[src/rtl/health_pkg.sv]
package health_pkg;
  localparam logic [2:0] SEL_FEAT   = 3'd0;
  localparam logic [2:0] SEL_SCNT   = 3'd1;
  localparam logic [2:0] SEL_CYL_LO = 3'd2;
  localparam logic [2:0] SEL_CYL_HI = 3'd3;
  localparam logic [2:0] SEL_CMD    = 3'd4;

  localparam logic [7:0] SIG_LO  = 8'h4F;
  localparam logic [7:0] SIG_HI  = 8'hC2;
  localparam logic [7:0] FAIL_LO = 8'hF4;
  localparam logic [7:0] FAIL_HI = 8'h2C;

  localparam logic [7:0] SUB_AUTOSAVE = 8'hD2;
  localparam logic [7:0] SUB_ENABLE   = 8'hD8;
  localparam logic [7:0] SUB_DISABLE  = 8'hD9;
  localparam logic [7:0] SUB_STATUS   = 8'hDA;
  localparam logic [7:0] SUB_OFFLINE  = 8'hDB;

  localparam logic [7:0] THR_PASS    = 8'h00;
  localparam logic [7:0] THR_SKIP    = 8'hFE;
  localparam logic [7:0] THR_FAIL    = 8'hFF;
  localparam logic [7:0] VALUE_START = 8'h64;

  typedef enum logic [1:0] {ST_IDLE, ST_BUSY, ST_DONE} state_e;

  typedef enum logic [2:0] {
    ACT_ABORT, ACT_ENABLE, ACT_DISABLE, ACT_STATUS,
    ACT_ASAVE_ON, ACT_ASAVE_OFF, ACT_OFFL_ON, ACT_OFFL_OFF
  } action_e;
endpackage

[src/rtl/hc_regfile.sv]
module hc_regfile
  import health_pkg::*;
(
  input  logic       clk,
  input  logic       rst_n,
  input  logic       wr_fire,
  input  logic [2:0] wr_sel,
  input  logic [7:0] wr_data,
  input  logic       set_fail,
  output logic [7:0] feat,
  output logic [7:0] scnt,
  output logic [7:0] cyl_lo,
  output logic [7:0] cyl_hi
);
  always_ff @(posedge clk) begin
    if (!rst_n) begin
      feat   <= '0;
      scnt   <= '0;
      cyl_lo <= '0;
      cyl_hi <= '0;
    end else if (set_fail) begin
      cyl_lo <= FAIL_LO;
      cyl_hi <= FAIL_HI;
    end else if (wr_fire) begin
      case (wr_sel)
        SEL_FEAT:   feat   <= wr_data;
        SEL_SCNT:   scnt   <= wr_data;
        SEL_CYL_LO: cyl_lo <= wr_data;
        SEL_CYL_HI: cyl_hi <= wr_data;
        default: ;
      endcase
    end
  end
endmodule

[src/rtl/hc_attr_table.sv]
module hc_attr_table
  import health_pkg::*;
#(
  parameter int N_ATTR = 4,
  parameter logic [7:0] INIT_THRESH = 8'h00,
  localparam int IDX_W = (N_ATTR > 1) ? $clog2(N_ATTR) : 1
)(
  input  logic             clk,
  input  logic             rst_n,
  input  logic             attr_we,
  input  logic [IDX_W-1:0] attr_sel,
  input  logic [7:0]       attr_value,
  input  logic [7:0]       attr_thresh,
  output logic             exceeded
);
  logic [N_ATTR-1:0] entry_fail;

  for (genvar g = 0; g < N_ATTR; g++) begin : g_entry
    logic [7:0] val_q;
    logic [7:0] thr_q;

    always_ff @(posedge clk) begin
      if (!rst_n) begin
        val_q <= VALUE_START;
        thr_q <= INIT_THRESH;
      end else if (attr_we && attr_sel == IDX_W'(g)) begin
        val_q <= attr_value;
        thr_q <= attr_thresh;
      end
    end

    always_comb begin
      if (thr_q == THR_FAIL)
        entry_fail[g] = 1'b1;
      else if (thr_q == THR_PASS || thr_q == THR_SKIP)
        entry_fail[g] = 1'b0;
      else
        entry_fail[g] = (val_q < thr_q);
    end
  end

  assign exceeded = |entry_fail;
endmodule

[src/rtl/hc_decode.sv]
module hc_decode
  import health_pkg::*;
(
  input  logic [7:0] feat,
  input  logic [7:0] scnt,
  input  logic [7:0] cyl_lo,
  input  logic [7:0] cyl_hi,
  input  logic       health_en,
  output action_e    action
);
  logic sig_ok;
  assign sig_ok = (cyl_lo == SIG_LO) && (cyl_hi == SIG_HI);

  always_comb begin
    action = ACT_ABORT;
    if (!sig_ok)
      action = ACT_ABORT;
    else if (feat == SUB_ENABLE)
      action = ACT_ENABLE;
    else if (!health_en)
      action = ACT_ABORT;
    else begin
      case (feat)
        SUB_DISABLE: action = ACT_DISABLE;
        SUB_STATUS:  action = ACT_STATUS;
        SUB_AUTOSAVE: begin
          if (scnt == 8'hF1)      action = ACT_ASAVE_ON;
          else if (scnt == 8'h00) action = ACT_ASAVE_OFF;
          else                    action = ACT_ABORT;
        end
        SUB_OFFLINE: begin
          if (scnt == 8'hF8)      action = ACT_OFFL_ON;
          else if (scnt == 8'h00) action = ACT_OFFL_OFF;
          else                    action = ACT_ABORT;
        end
        default: action = ACT_ABORT;
      endcase
    end
  end
endmodule

[src/rtl/health_cmd_resp.sv]
module health_cmd_resp
  import health_pkg::*;
#(
  parameter int N_ATTR = 4,
  parameter logic [7:0] CMD_CODE = 8'hB0,
  parameter logic [7:0] INIT_THRESH = 8'h00,
  localparam int IDX_W = (N_ATTR > 1) ? $clog2(N_ATTR) : 1
)(
  input  logic             clk,
  input  logic             rst_n,
  input  logic             wr_valid,
  output logic             wr_ready,
  input  logic [2:0]       wr_sel,
  input  logic [7:0]       wr_data,
  input  logic             attr_we,
  input  logic [IDX_W-1:0] attr_sel,
  input  logic [7:0]       attr_value,
  input  logic [7:0]       attr_thresh,
  output logic [7:0]       cyl_lo_out,
  output logic [7:0]       cyl_hi_out,
  output logic             busy,
  output logic             done,
  output logic             err,
  output logic             health_en,
  output logic             autosave_en,
  output logic             offline_en
);
  state_e     state_q;
  action_e    act_dec, act_q;
  logic       err_q;
  logic [7:0] feat, scnt;
  logic       exceeded;
  logic       wr_fire, cmd_start, set_fail;

  assign wr_ready  = (state_q == ST_IDLE);
  assign wr_fire   = wr_valid && wr_ready;
  assign cmd_start = wr_fire && (wr_sel == SEL_CMD) && (wr_data == CMD_CODE);
  assign set_fail  = (state_q == ST_BUSY) && (act_q == ACT_STATUS) && exceeded;

  hc_regfile u_regs (
    .clk(clk), .rst_n(rst_n), .wr_fire(wr_fire), .wr_sel(wr_sel),
    .wr_data(wr_data), .set_fail(set_fail), .feat(feat), .scnt(scnt),
    .cyl_lo(cyl_lo_out), .cyl_hi(cyl_hi_out)
  );

  hc_attr_table #(.N_ATTR(N_ATTR), .INIT_THRESH(INIT_THRESH)) u_table (
    .clk(clk), .rst_n(rst_n), .attr_we(attr_we), .attr_sel(attr_sel),
    .attr_value(attr_value), .attr_thresh(attr_thresh), .exceeded(exceeded)
  );

  hc_decode u_dec (
    .feat(feat), .scnt(scnt), .cyl_lo(cyl_lo_out), .cyl_hi(cyl_hi_out),
    .health_en(health_en), .action(act_dec)
  );

  always_ff @(posedge clk) begin
    if (!rst_n) begin
      state_q     <= ST_IDLE;
      act_q       <= ACT_ABORT;
      err_q       <= 1'b0;
      health_en   <= 1'b0;
      autosave_en <= 1'b0;
      offline_en  <= 1'b0;
    end else begin
      case (state_q)
        ST_IDLE: if (cmd_start) begin
          state_q <= ST_BUSY;
          act_q   <= act_dec;
        end
        ST_BUSY: begin
          state_q <= ST_DONE;
          err_q   <= (act_q == ACT_ABORT);
          case (act_q)
            ACT_ENABLE:    health_en   <= 1'b1;
            ACT_DISABLE:   health_en   <= 1'b0;
            ACT_ASAVE_ON:  autosave_en <= 1'b1;
            ACT_ASAVE_OFF: autosave_en <= 1'b0;
            ACT_OFFL_ON:   offline_en  <= 1'b1;
            ACT_OFFL_OFF:  offline_en  <= 1'b0;
            default: ;
          endcase
        end
        default: state_q <= ST_IDLE;
      endcase
    end
  end

  assign busy = (state_q == ST_BUSY);
  assign done = (state_q == ST_DONE);
  assign err  = done && err_q;
endmodule

[config.mk]
export PLATFORM = sky130hd
export DESIGN_NAME = health_cmd_resp
export DESIGN_NICKNAME = d
export VERILOG_FILES = /design/src/rtl/health_pkg.sv /design/src/rtl/hc_regfile.sv /design/src/rtl/hc_attr_table.sv /design/src/rtl/hc_decode.sv /design/src/rtl/health_cmd_resp.sv
export SDC_FILE = /design/constraint.sdc
export NUM_CORES = 1
export LEC_CHECK = 0
export BUFFER_PORTS_ARGS = -buffer_cell sky130_fd_sc_hd__buf_2
export CORE_ASPECT_RATIO = 0.8
export CORE_MARGIN = 2
export CORE_UTILIZATION = 30
export DETAILED_ROUTE_END_ITERATION = 10
export PLACE_DENSITY = 0.5
export SLEW_MARGIN = 20
export SYNTH_ARGS = -nofsm -noshare
export SYNTH_HDL_FRONTEND = slang
export SYNTH_SLANG_ARGS = --single-unit
export TNS_END_PERCENT = 20
[constraint.sdc]
create_clock -name clk -period 2.2 [get_ports clk]
set_input_delay 0.11 -clock clk [delete_from_list [all_inputs] [get_ports clk]]
set_output_delay 0.11 -clock clk [all_outputs]
set_load 0.03 [all_outputs]
Word level (Yosys, flattened, before mapping):

Index checks and enable logic that the tools add are counted.

* flip-flop bits (word level): 105
* output and inout port bits: 23

* magnitude comparators: 4
* equality and inequality tests: 35
* muxes and demuxes: 27
* bitwise gates (word level): 2
* reductions and logical operators: 42

Operator list (number)
* 8-bit == test (second input constant): 17
* 8-bit logical NOT: 5
* 8-bit < comparator: 4
* 8-bit two-way mux: 3
* 3-bit two-way mux: 7
* 6-bit two-way mux: 3
* 2-bit AND reduction: 8
* 3-bit == test (second input constant): 5
* 3-bit by 2-bit == test with 1-bit output (second input constant): 4
* 3-bit one-hot mux with 4 select lines: 1
* 2-bit nonzero test: 6
* 1-bit logical AND: 11
* 8-bit by 7-bit == test with 1-bit output (second input constant): 1
* 1-bit two-way mux: 8
* 2-bit == test (second input constant): 3
* 3-bit by 1-bit == test with 1-bit output (second input constant): 2
* 3-bit logical NOT: 2
* 1-bit one-hot mux with 2 select lines: 3
* 3-bit AND reduction: 2
* 2-bit by 1-bit == test with 1-bit output (second input constant): 2
* 2-bit logical NOT: 2
* 1-bit logical OR: 4
* 2-bit one-hot mux with 2 select lines: 1
* 4-bit OR reduction: 1
* 4 further kinds: 5

Longest topological paths before layout:

Gate-level depths: netlist of run 1.

* depth in word-level cells: 8
* mapped depth: 9

By module:

Synthesis of run 1 repeated with hierarchy kept, for this count alone.

* cells, all modules: 617
* area total of the unflattened synthesis: 5185.0 um^2

By module, submodules not included
* hc_attr_table: times used 1, cells an instance 407, area an instance 3238.1 um^2
* hc_regfile: times used 1, cells an instance 126, area an instance 1266.2 um^2
* health_cmd_resp: times used 1, cells an instance 49, area an instance 447.9 um^2
* hc_decode: times used 1, cells an instance 35, area an instance 232.7 um^2

Worst setup path before layout of run 1:

OpenSTA, ideal clock, no wires.

* kind: flip-flop to flip-flop
* start: register u_regs.cyl_hi[1]
* end: register act_q[0]
* setup time: 74 ps
* arrival: 1657 ps
* required time: 2126 ps
* path slack: 468 ps
* cell stages (with the launch flop): 6
* cell sequence: dfxtp_1 nand4b_1 nor4b_1 nand4_1 or4_1 a31oi_1

* cells in the longest elaborated chain, start to end: 3

Ends and longest elaborated chain
* start: declaration: line hc_regfile.sv:13 `output logic [7:0] cyl_hi`
* start signal: assignment: line hc_regfile.sv:29 `SEL_CYL_HI: cyl_hi <= wr_data;`
* 8-bit == test: line hc_decode.sv:12 `assign sig_ok = (cyl_lo == SIG_LO) && (cyl_hi == SIG_HI);`
* 1-bit logical AND: line hc_decode.sv:12
* 3-bit two-way mux: line hc_decode.sv:16 `if (!sig_ok)`
* end signal: assignment: line health_cmd_resp.sv:68 `act_q <= act_dec;`
* end: declaration: line health_cmd_resp.sv:29 `action_e act_dec, act_q;`

Every way passes these cells.
A chain may end at the register's enable or synchronous reset.

Worst setup path after layout of run 1:

* start: register u_table.g_entry[2].thr_q[5]
* end: register u_regs.cyl_lo[2]

* cells in the longest elaborated chain, start to end: 8

Ends and longest elaborated chain
* start: declaration: line hc_attr_table.sv:20 `logic [7:0] thr_q;`
* start signal: assignment: line hc_attr_table.sv:28 `thr_q <= attr_thresh;`
* parallel branches: the longest is 3 deep, another holds 8-bit < comparator
* 1-bit two-way mux (*): line hc_attr_table.sv:33 `if (thr_q == THR_FAIL)`
* 4-bit OR reduction (*): line hc_attr_table.sv:42 `assign exceeded = |entry_fail;`
* 1-bit logical AND (*): line health_cmd_resp.sv:38 `assign set_fail = (state_q == ST_BUSY) && (act_q == ACT_STATUS) && exceeded;`
* 2-bit nonzero test (no line)
* 2-bit AND reduction (no line)
* end signal: assignment: line hc_regfile.sv:28 `SEL_CYL_LO: cyl_lo <= wr_data;`
* end: declaration: line hc_regfile.sv:12 `output logic [7:0] cyl_lo,`

Every way passes the cells marked *.

==> impl_results.md, run 1 <==
* Status: complete, no violations
* Setup Skew at 0.00849 ns
* Longest Clk Path Bufs at 2
* Final Max Tran Viols at 0
* Synth Cell Area at 5240 um^2
* Startpoint types: flip-flop
* Most frequent CP cell: a21oi_1
* Worst path bufs/invs at 2
* Setup slack after layout at 0.238 ns
* Setup violators final at 0
* Cell variety after synth at 54
* Synth top area cells: dfxtp_1 40%, nand2_1 11%, a21boi_0 7.5%, ha_1 6.7%, nor2b_1 3.5%
* Initial DRC Count at 296
* Sw Ratio at 0.279
* Max cap viols at 0
* Crit path largest cell delay at 0.38 ns
* Required time of the critical path at 2.48 ns
* Place WS at 0.184 ns
* Initial Util at 0.304
* FP Rows at 43
* TritonCTS clock tree: done
* R2R depth at 9
* DRC at 0
* Vias per Instance at 4.90
* Drt wl/cell at 15.7 um
* Full die area at 18500 um^2
* Total GRT Usage at 0.163
* Clk pwr share at 0.401
* Peak supply drop at 0.388 mV
* DP Cell Count at 892
* RSZ-0062 raised after global routing: no
* CP cell instances: inv_1 > ha_1 > a211oi_1 > nor2_1 > a21oi_1 > o211ai_1 > buf_4 > o211a_1 > a21oi_1
* Number of hold buffers added after CTS at 0
* Async S/R FF share, synth at 0
* Stages on worst setup path at 9
* # nets final at 741
* Synthesized flop and latch total at 105
* Root Buffer: clkbuf_16
* Synth warn at 0
* I/O pin total at 56
* Count leader, synth: nand2_1
* HP Class: in2reg
* Vias in the first global route at 4254
* Final Hold Fails at 0
* Mean Syn Cell Area at 8.32 um^2
* Post-DP HPWL at 10300 um
* Fill cells at 1843
* Worst path slowest cell: dfxtp_1
* Fin cells at 910
* Worst Path Arrival at 2.24 ns
* Util after Layout at 0.354
* Antenna violations before repair at 1
* Setup tns final at 0 ns
* GP Congestion at 0.872
* H-tree levels at 3
* Overflow after GRT at 0
* Inserted Clock Buffers at 9
* Post-synth top area cell: dfxtp_1
* Fraction of layout cells with a size suffix above 1 at 0.164
* Syn Nets at 690
* DRT Wirelength at 14300 um
* Hold Crit Depth at 3
* DR pass1 iterations at 4
* IO buf count at 55
* Switching power at 0.00114 W
* Top cell type's share of synthesized area at 0.402
* Internal power at 0.00294 W
* Clk sinks at 105
* Antenna Violating Nets Remaining at 0
* Kind of critical path: reg2reg
* Largest net degree at the start of global routing at 48
* Number of flops mapped to enable cells by yosys at 0
* Area grow syn2layout at 16.5%
* Total inserted antenna cells at 0
* Pwr dens at 668 nW/um^2
* Leak Pwr at 2.46 nW
* Core box area at 17200 um^2
* Synth cell count leaders: 152 x nand2_1, 105 x dfxtp_1, 52 x a21boi_0
* Post-Synthesis Cells at 629
* Seq/Total Area, Yosys at 0.402
* Clk pin slew, worst setup/hold paths at 0.08 ns
* CP top delay family: compound AO/OA/AOI/OAI gates
* Final cycle utilization of the critical path at 0.892
* Clk Latency, worst-skew pair at 0.36 ns
* Critical-path maximum fanout at 8
* First-pass GRT wire length at 23300 um
* Total Power at 0.00407 W
* Die height at 122 um
* Die W at 152 um
* Dominant synthesized flop cell: dfxtp_1
* Sequential share of power at 0.490
* Total vias in the final route at 4461
* Post-layout minimum cycle time at 1.96 ns
* Max-Slew Margin vs Limit at 0.423
* Maximum clock rate at 510 MHz
* Power share of the combinational group at 0.109
* Worst-Margin Slew at 0.866 ns
* Setup crit end kind: flip-flop
final cells by class:
cell class / count / area, um^2 / area share
well taps: 225 / 282 / 0.0462
clock buffers: 9 / 225 / 0.0369
repair buffers: 68 / 385 / 0.0632
flip-flops and latches: 105 / 2100 / 0.345
multi-input cells: 463 / 2910 / 0.477
inverters: 33 / 124 / 0.0203
clock inverters: 7 / 73.8 / 0.0121
placed cells by master, fill, tap and decap left out, drive strengths merged, types with 3 or more instances in the layout:
master,n
nand4b,3
nand2,152
nand4,10
nor3,6
and3,8
nor4b,3
dfxtp,105
inv,35
a21oi,22
clkinv,5
nor3b,7
nor2b,29
nand3,19
mux2,16
ha,28
o21ai,19
clkbuf,9
and4,4
nand3b,3
a21boi,53
a211oi,9
nor2,18
buf,68
o22ai,3
mux2i,16
o211ai,5
nor4,7
registers in the layout (all words and copies together), names as in the netlist:
name                   cells
u_table.g_entry.thr_q     32
u_table.g_entry.val_q     32
u_regs.cyl_lo              8
health_en                  1
autosave_en                1
u_regs.feat                8
offline_en                 1
act_q                      3
err_q                      1
u_regs.cyl_hi              8
state_q                    2
u_regs.scnt                8
layer usage:
layer	vias to the layer above	track usage	share of wire
met5	-	0	0
met4	0	0.0498	0.015
met3	16	0.0273	0.045
met2	85	0.262	0.46
met1	2090	0.224	0.48
li1	2270	-	-
logic make-up (layout without fill, tap and decap cells):
family,count (synthesis),count (layout),share of synthesized area
AOI/OAI and AO/OA,123,123,0.160
adders and majority gates,28,28,0.0669
buffers and inverters,61,117,0.0449
DFF,105,105,0.402
muxes,32,32,0.0650
and+or+nand+nor,280,280,0.262
power groups by stage:
stage	Sequential, W	Clock [W]	Combinational (W)
finish	0.00200	0.00163	0.000444
global route	0.00200	0.00176	0.000503
CTS	0.00199	0.00169	0.000440
detailed placement	0.00204	0	0.000439
global placement	0.00204	0	0.000427
floorplan	0.00204	0	0.000271
worst reg2reg max path, delay by kind of cell, from the launching register on:
kind / cells / cell delay (ns)
compound gates: 5 / 0.90
fa+ha+maj: 1 / 0.31
buf+inv: 2 / 0.22
flops: 1 / 0.38
simple gates: 1 / 0.08
final timing paths:
check | from | end | slack [ns]
worst max register to register | u_table.g_entry[2].thr_q[5] | u_regs.cyl_lo[2] | 0.24
worst min register to register | u_table.g_entry[3].val_q[0] | u_table.g_entry[3].val_q[0] | 0.47
worst min-delay path | attr_thresh[0] | u_table.g_entry[1].thr_q[0] | 0.06
worst max-delay path | u_table.g_entry[2].thr_q[5] | u_regs.cyl_lo[2] | 0.24
through the flow:
step           hold slack [ns]  cell area (um^2)
2_1_floorplan            0.234              5240
3_3_place_gp             0.427              5780
3_5_place_dp             0.437              5780
4_1_cts                 0.0410              6070
5_1_grt                 0.0631              6100
6_report                0.0558              6100
repair_timing:
item                                    CTS  global route
setup buffers                             0             2
resized for setup                         0             1
endpoints found under the setup margin    0             2
No activity file was read; power rests on OpenSTA's default activity.
==> run 2, diff against run 1 <==
--- a/config.mk
+++ b/config.mk
@@ -6,11 +6,13 @@
 export NUM_CORES = 1
 export LEC_CHECK = 0
 export BUFFER_PORTS_ARGS = -buffer_cell sky130_fd_sc_hd__buf_2
+export CELL_PAD_IN_SITES_DETAIL_PLACEMENT = 1
+export CELL_PAD_IN_SITES_GLOBAL_PLACEMENT = 1
 export CORE_ASPECT_RATIO = 0.8
 export CORE_MARGIN = 2
 export CORE_UTILIZATION = 30
 export DETAILED_ROUTE_END_ITERATION = 10
-export PLACE_DENSITY = 0.5
+export PLACE_DENSITY = 0.62
 export SLEW_MARGIN = 20
 export SYNTH_ARGS = -nofsm -noshare
 export SYNTH_HDL_FRONTEND = slang
==> impl_results.md, run 2 (same netlist as run 1, synthesis figures left out) <==
* Setup slack after layout at 0.165 ns
* Initial DRC Count at 206
* Initial Util at 0.304
* Area grow syn2layout at 16.5%
* Worst Path Arrival at 2.26 ns
* Peak supply drop at 0.439 mV
* Fill cells at 2101
* Total vias in the final route at 4554
* Setup crit end kind: flip-flop
* HP Class: in2reg
* Place WS at 0.0397 ns
* Vias in the first global route at 4605
* Sw Ratio at 0.256
* Post-DP HPWL at 11200 um
* Critical-path maximum fanout at 8
* TritonCTS clock tree: done
* CP top delay family: compound AO/OA/AOI/OAI gates
* Pwr dens at 694 nW/um^2
* I/O pin total at 56
* Setup Skew at 0.0101 ns
* Met2 global-route usage at 0.282
* Total GRT Usage at 0.172
* Longest Clk Path Bufs at 2
* Top Registers: u_table.g_entry.thr_q: 32 flops, u_table.g_entry.val_q: 32 flops
* Crit path largest cell delay at 0.39 ns
* H-tree levels at 3
* Overflow after GRT at 0
* Util after Layout at 0.354
* First-pass GRT wire length at 24400 um
* Fin cells at 907
* Clk Latency, worst-skew pair at 0.36 ns
* Required time of the critical path at 2.42 ns
* # nets final at 738
* Largest net degree at the start of global routing at 70
* Setup violators final at 0
* Clk sinks at 105
* Switching power at 0.00108 W
* Worst-Margin Slew at 0.652 ns
* Final Max Tran Viols at 0
* Vias per Instance at 5.02
* Power share of the combinational group at 0.106
* Antenna violations before repair at 0
* Commonest non-fill, non-tap cell in the layout: nand2_1
* FP Rows at 43
* Drt wl/cell at 16.7 um
* Fraction of layout cells with a size suffix above 1 at 0.160
* GR Util met3 at 0.0330
* Startpoint types: flip-flop
* Total inserted antenna cells at 0
* DRC at 0
* Sequential share of power at 0.472
* Root Buffer: clkbuf_16
* Met1 Resource Use GR at 0.229
* Leak Pwr at 2.46 nW
* Full die area at 18500 um^2
* Busiest grt layer: met2
* Clk pwr share at 0.423
* DP Cell Count at 889
* RSZ-0062 raised after global routing: no
* Total Power at 0.00423 W
* Clk pin slew, worst setup/hold paths at 0.08 ns
* Post-layout minimum cycle time at 2.04 ns
* Die W at 152 um
* Worst path bufs/invs at 1
* Setup tns final at 0 ns
* Commonest cells after routing, fill and taps aside: 152 x nand2_1, 105 x dfxtp_1, 55 x buf_2
* DR pass1 iterations at 4
* R2R setup slack at 0.16 ns
* Status: complete, no violations
* Max-Slew Margin vs Limit at 0.564
* GP Congestion at 0.787
* Inserted Clock Buffers at 9
* Core box area at 17200 um^2
* Final Hold Fails at 0
* Number of hold buffers added after CTS at 0
* Max cap viols at 0
* Worst path slowest cell: dfxtp_1
* Final cycle utilization of the critical path at 0.925
* Kind of critical path: reg2reg
* IO buf count at 55
* DRT Wirelength at 15100 um
* Maximum clock rate at 491 MHz
* Die height at 122 um
* CP cell instances: inv_1 > ha_1 > a21oi_1 > o21ai_0 > or3_1 > o211ai_2 > a211oi_1
* Antenna Violating Nets Remaining at 0
* Internal power at 0.00315 W
[run 2: what timing repair did]
action	in CTS	in global routing
setup buffers	0	2
endpoints found under the hold margin	0	0
endpoints found under the setup margin	0	10
gates resized for setup	0	1
[run 2: tightest hold or removal path: stages]
cell and delay (ns):
buf_2 0.13, nand2_1 0.06, a21boi_0 0.06
[run 2: path summary, 6_finish.rpt]
path / startpoint / cells past startpoint / end
worst min register to register: u_table.g_entry[2].val_q[0] / 2 / u_table.g_entry[2].val_q[0]
worst max-delay path: u_table.g_entry[3].thr_q[5] / 7 / u_regs.cyl_lo[0]
worst min-delay path: attr_thresh[0] / 3 / u_table.g_entry[2].thr_q[0]
worst max register to register: u_table.g_entry[3].thr_q[5] / 7 / u_regs.cyl_lo[0]
[run 2: routing by layer]
metal,up-vias,share of wire
li1,2268,-
met1,2227,0.49
met2,42,0.48
met3,17,0.022
met4,0,0.015
met5,-,0
[run 2: layout make-up]
cell class	count	area [um^2]	share of cell area
timing repair buffer	65	363	0.0595
tap	225	282	0.0462
multi-input combinational	463	2900	0.476
clock buffer	10	229	0.0376
clock inverter	6	97.6	0.0160
inverter	33	124	0.0203
sequential	105	2100	0.345
[run 2: stage by stage]
stage / hold slack [ns] / cell area (um^2)
2_1_floorplan: 0.234 / 5240
3_3_place_gp: 0.410 / 5750
3_5_place_dp: 0.423 / 5750
4_1_cts: 0.0347 / 6080
5_1_grt: 0.0464 / 6100
6_report: 0.0443 / 6100
[run 2: power by group through the flow]
stage          clock (W)  sequential (W)  combinational (W)
2_1_floorplan          0         0.00204           0.000271
3_3_place_gp           0         0.00204           0.000426
3_5_place_dp           0         0.00204           0.000446
4_1_cts          0.00185         0.00200           0.000447
5_1_grt          0.00193         0.00200           0.000504
6_report         0.00179         0.00200           0.000447
